## config.mk

```make
export PLATFORM = sky130hd
export DESIGN_NAME = hdlc_irq_ctrl
export DESIGN_NICKNAME = d
export VERILOG_FILES = /design/src/rtl/hdlc_irq_pkg.sv /design/src/rtl/hdlc_irq_src_mux.sv /design/src/rtl/hdlc_irq_status.sv /design/src/rtl/hdlc_irq_enable.sv /design/src/rtl/hdlc_irq_ctrl.sv
export SDC_FILE = /design/constraint.sdc
export NUM_CORES = 1
export LEC_CHECK = 0
export BUFFER_PORTS_ARGS = -buffer_cell sky130_fd_sc_hd__buf_4
export CAP_MARGIN = 20
export CORE_ASPECT_RATIO = 1.1
export CORE_MARGIN = 4
export CORE_UTILIZATION = 35
export CTS_CLUSTER_DIAMETER = 150
export DETAILED_ROUTE_END_ITERATION = 16
export PLACE_DENSITY = 0.59
export SYNTH_ARGS = -nofsm -noshare
export SYNTH_HDL_FRONTEND = slang
export SYNTH_HIERARCHICAL = 1
export SYNTH_SLANG_ARGS = --single-unit
```

## constraint.sdc

```tcl
create_clock -name clk -period 1.2 [get_ports clk]
set_input_delay 0.24 -clock clk [delete_from_list [all_inputs] [get_ports clk]]
set_output_delay 0.24 -clock clk [all_outputs]
set_load 0.02 [all_outputs]
```

## src/rtl/hdlc_irq_pkg.sv

```systemverilog
package hdlc_irq_pkg;
    localparam int unsigned STAT_W     = 8;
    localparam int unsigned SHARED_BIT = 2;
    localparam int unsigned ADDR_W     = 1;

    typedef logic [STAT_W-1:0] stat_vec_t;

    localparam logic [ADDR_W-1:0] ADDR_ENABLE = 1'b0;
    localparam logic [ADDR_W-1:0] ADDR_STATUS = 1'b1;
endpackage

```

## src/rtl/hdlc_irq_src_mux.sv

```systemverilog
module hdlc_irq_src_mux
    import hdlc_irq_pkg::*;
#(
    parameter int unsigned W       = STAT_W,
    parameter int unsigned SHARE_B = SHARED_BIT
) (
    input  logic [W-1:0] ev_raw,
    input  logic         ev_alt,
    input  logic         sel,
    output logic [W-1:0] ev_out
);
    for (genvar i = 0; i < W; i++) begin : g_bit
        if (i == SHARE_B) begin : g_shared
            assign ev_out[i] = sel ? ev_alt : ev_raw[i];
        end else begin : g_plain
            assign ev_out[i] = ev_raw[i];
        end
    end
endmodule

```

## src/rtl/hdlc_irq_status.sv

```systemverilog
module hdlc_irq_status
    import hdlc_irq_pkg::*;
#(
    parameter int unsigned W = STAT_W
) (
    input  logic         clk,
    input  logic         rst_n,
    input  logic [W-1:0] ev_in,
    input  logic         rd_clr,
    output logic [W-1:0] stat
);
    for (genvar i = 0; i < W; i++) begin : g_flag
        always_ff @(posedge clk or negedge rst_n) begin
            if (!rst_n) begin
                stat[i] <= 1'b0;
            end else if (ev_in[i]) begin
                stat[i] <= 1'b1;
            end else if (rd_clr) begin
                stat[i] <= 1'b0;
            end
        end

        // an event always leaves its flag set
        a_r2_event_sets: assert property (@(posedge clk) disable iff (!rst_n)
            ev_in[i] |=> stat[i]);
    end

    // a read with no new event empties the register
    a_r5_read_clears: assert property (@(posedge clk) disable iff (!rst_n)
        (rd_clr && ev_in == '0) |=> stat == '0);

    // without a read, no flag ever drops
    a_r10_sticky: assert property (@(posedge clk) disable iff (!rst_n)
        !rd_clr |=> (($past(stat) & ~stat) == '0));
endmodule

```

## src/rtl/hdlc_irq_enable.sv

```systemverilog
module hdlc_irq_enable
    import hdlc_irq_pkg::*;
#(
    parameter int unsigned W = STAT_W
) (
    input  logic         clk,
    input  logic         rst_n,
    input  logic         wr_en,
    input  logic [W-1:0] wdata,
    output logic [W-1:0] enable
);
    always_ff @(posedge clk or negedge rst_n) begin
        if (!rst_n) begin
            enable <= '0;
        end else if (wr_en) begin
            enable <= wdata;
        end
    end

    // a write lands in the register on the next edge
    a_r7_enable_write: assert property (@(posedge clk) disable iff (!rst_n)
        wr_en |=> enable == $past(wdata));

    // without a write the register holds
    a_r7_enable_hold: assert property (@(posedge clk) disable iff (!rst_n)
        !wr_en |=> $stable(enable));
endmodule

```

## src/rtl/hdlc_irq_ctrl.sv

```systemverilog
module hdlc_irq_ctrl
    import hdlc_irq_pkg::*;
(
    input  logic              clk,
    input  logic              rst_n,
    input  logic [STAT_W-1:0] ev_pulse,
    input  logic              ev_tx_underrun,
    input  logic              src_sel,
    input  logic [ADDR_W-1:0] reg_addr,
    input  logic              reg_wr,
    input  logic              reg_rd,
    input  logic [STAT_W-1:0] reg_wdata,
    output logic [STAT_W-1:0] reg_rdata,
    output logic              irq
);
    stat_vec_t ev_sel;
    stat_vec_t stat_q;
    stat_vec_t enable_q;
    logic      rd_status;
    logic      wr_enable;

    assign rd_status = reg_rd && (reg_addr == ADDR_STATUS);
    assign wr_enable = reg_wr && (reg_addr == ADDR_ENABLE);

    hdlc_irq_src_mux #(.W(STAT_W), .SHARE_B(SHARED_BIT)) u_mux (
        .ev_raw (ev_pulse),
        .ev_alt (ev_tx_underrun),
        .sel    (src_sel),
        .ev_out (ev_sel)
    );

    hdlc_irq_status #(.W(STAT_W)) u_status (
        .clk    (clk),
        .rst_n  (rst_n),
        .ev_in  (ev_sel),
        .rd_clr (rd_status),
        .stat   (stat_q)
    );

    hdlc_irq_enable #(.W(STAT_W)) u_enable (
        .clk    (clk),
        .rst_n  (rst_n),
        .wr_en  (wr_enable),
        .wdata  (reg_wdata),
        .enable (enable_q)
    );

    always_comb begin
        unique case (reg_addr)
            ADDR_STATUS: reg_rdata = stat_q;
            default:     reg_rdata = enable_q;
        endcase
    end

    assign irq = |(stat_q & enable_q);

    // with select low an underrun alone never sets the shared bit
    a_r3_underrun_ignored: assert property (@(posedge clk) disable iff (!rst_n)
        (!src_sel && ev_tx_underrun && !ev_pulse[SHARED_BIT] && !stat_q[SHARED_BIT])
        |=> !stat_q[SHARED_BIT]);

    // with select high an abort alone never sets the shared bit
    a_r4_abort_ignored: assert property (@(posedge clk) disable iff (!rst_n)
        (src_sel && ev_pulse[SHARED_BIT] && !ev_tx_underrun && !stat_q[SHARED_BIT])
        |=> !stat_q[SHARED_BIT]);

    // with every source disabled no interrupt is raised
    a_r8_all_masked: assert property (@(posedge clk) disable iff (!rst_n)
        (enable_q == '0) |-> !irq);

    // the interrupt holds until a status read or an enable write
    a_r9_irq_holds: assert property (@(posedge clk) disable iff (!rst_n)
        (irq && !rd_status && !wr_enable) |=> irq);

    // a status-address write leaves the enable register alone
    a_r10_status_write: assert property (@(posedge clk) disable iff (!rst_n)
        (reg_wr && reg_addr == ADDR_STATUS) |=> $stable(enable_q));
endmodule

```

==> metrics.cfg <==
[synth]
synth-edff-count=0
avgSynthCellArea_sq_um=14.6
synth_flop_cell=dfrtp_1
async_reset_ff_share_pct=100
synth_seq_area_share_pct=47.3
synthesis.area_sq_um=847
yosysUniqueCellTypes=10
ys_warn_count=6
synth_seq_cells=16
synth.most_common_cell=mux2_4
synth_nets=81
yosysTopAreaCell=dfrtp_1
synth_top_cells_by_count=17 x mux2_4, 16 x dfrtp_1, 8 x a21o_1
synth.top_cell.area_share_pct=47.3
synth.top_cells.by_area=dfrtp_1 47%, mux2_4 30%, a21o_1 7.1%, buf_4 6.2%, a22oi_1 3.5%
netlist_instances=58

[setup_path]
crit_fanout=3
worstSetupStartpointType=flip-flop
crit_type=flip-flop to output pin
worstPathArrival_ns=1.17
endpoint_kind=output pin
ff2ff_path_depth=3
crit_path_max_incr_delay_ns=0.41
cp.required_ns=0.96
critPathSlowestCell=dfrtp_1
reg2reg_slack_ns=0.17
cp_cell_sequence=a22oi_2 -> nand4_1 -> buf_4
timing.rr.end=u_enable/enable[4]
r2r-start=u_enable/enable[4]

[clock_network]
h-tree-depth=1
clk_pin_slew_ns=0.09
cts_sinks=16
cts_root_buf=clkbuf_4
cts_made_buffers=3
clkLatencyLatePin_ns=0.28
clk_path_buf_depth=2
cts_tree=done

[layout]
antenna_cells=0
drive_gt1_share_pct=72.6
multi_input_area_sq_um=388
finish.utilization_pct=54.5
syn2layout_area_growth_pct=46.2
fillCellCount=199
final-seq-area_sq_um=400
nNetsFinal=119

[die]
die-area_sq_um=3270
floorplan.initialDensity_pct=37.2
die_h_microns=59.6
die_x_microns=54.9
design.core.area_sq_um=2270
num_rows=18
boundaryPins=32

[global_routing]
overflow=0
grt_max_degree=17
antenna_found_initial=0
grt_pass1_vias=591
grt_first_pass_wirelength_microns=2500
grt_usage_pct=10.8

[routing]
via_per_inst=4.60
routed_wl_microns=1670
first_pass_iters=2
drtIter0Drc=4
drc=0
num_vias=575
antenna_left=0
wl_per_cell_microns=13.4

[sta]
rsz0062_at_grt=true
setup_violations=9
drv_slew=0
setup_slack_ns=-0.213
worst_slew_pin_slew_ns=0.206
max_freq_mhz=708
skew_ns=0
finalCriticalPeriod_ns=1.41
finalHoldViolCount=0
slew_headroom_pct=86.3
fin_crit_sh_pct=118

[hold_path]
hold_depth=2
hp-class=primary input to flip-flop
min_to=u_status/stat[3]
hold_start=ev_pulse[3]

[outcome]
status=complete, but fails checks
violations=setup timing

[placement]
port_buffers=31
place.gp.congestion=0.695
dp_hpwl_microns=1270

[flow_run]
drv_cap=0

[power_and_ir_drop]
power.leakage_nw=0.603
power_mw=1.47
vdd_ir_drop_max_mv=0.709
power_density_nw_per_um2=1190

==> sequential cells by signal (all words and copies together) (netlist names) <==
signal and cells:
u_enable/enable 8, u_status/stat 8
==> what timing repair did <==
item | 4_1_cts | 5_1_grt
resized for setup | 10 | 2
setup endpoints to repair | 9 | 9
hold buffers | 1 | 0
setup buffers | 4 | 3
pin swaps | 3 | 2
endpoints found under the hold margin | 16 | 0
==> worst max-delay path by stage <==
stage,from,end
CTS,u_enable/enable[6],irq
finish,u_status/stat[4],irq
global route,u_status/stat[3],irq
detailed placement,reg_addr,reg_rdata[4]
global placement,reg_addr,reg_rdata[2]
floorplan,reg_addr,u_enable/enable[0]
==> worst max-delay path, delay by kind of cell, from the launching register on <==
family,cells,cell delay (ns)
and+or+nand+nor,1,0.12
AOI/OAI and AO/OA,1,0.19
DFF,1,0.41
buffers and inverters,1,0.17
==> cell families after synthesis <==
kind of cell | Yosys count | synth area share (%)
buffers and inverters | 10 | 9.31
AND/OR/NAND/NOR | 3 | 2.66
AO/OA/AOI/OAI | 12 | 10.6
multiplexers | 17 | 30.1
flip-flops | 16 | 47.3
==> layout by cell type, fill, tap and decap left out, drive strengths merged <==
master,count
mux2,17
a22oi,4
nand4,1
and2,1
inv,1
dfrtp,16
and2b,1
a21o,8
clkbuf,4
buf,41
dlygate4sd3,1
==> metrics by stage <==
step	setup WS [ns]	TNS [ns]	std cells	instance area, sq um	hold slack (ns)
6_report	-0.213	-1.38	125	1240	0.128
5_1_grt	-0.310	-1.87	125	1240	0.109
4_1_cts	-0.247	-1.50	122	1210	0.115
3_5_place_dp	0.00250	0	113	1090	0.109
3_3_place_gp	0.00900	0	113	1090	0.109
2_1_floorplan	0.0578	0	58	847	-0.0556
==> power breakdown <==
group / internal [mW] / switching [mW] / total, mW
Sequential: 0.597 / 0.0547 / 0.652
Combinational: 0.309 / 0.155 / 0.464
Clock: 0.185 / 0.167 / 0.352
Total: 1.09 / 0.377 / 1.47
==> per-layer routing <==
layer / vias up / wire length (microns) / GRT usage (%)
met3: 2 / 114 / 3.53
met5: - / 0 / 0
met4: 0 / 27 / 3.13
met1: 283 / 615 / 11.4
met2: 18 / 915 / 19.8
li1: 272 / - / -
==> area by class of cell <==
type	instances	share of cell area, %
Clock buffer	4	2.93
Inverter	1	0.303
Multi-Input combinational cell	32	31.3
Sequential cell	16	32.3
Tap cell	30	3.03
Timing Repair Buffer	42	30.1
(Power assumes the default switching activity.)
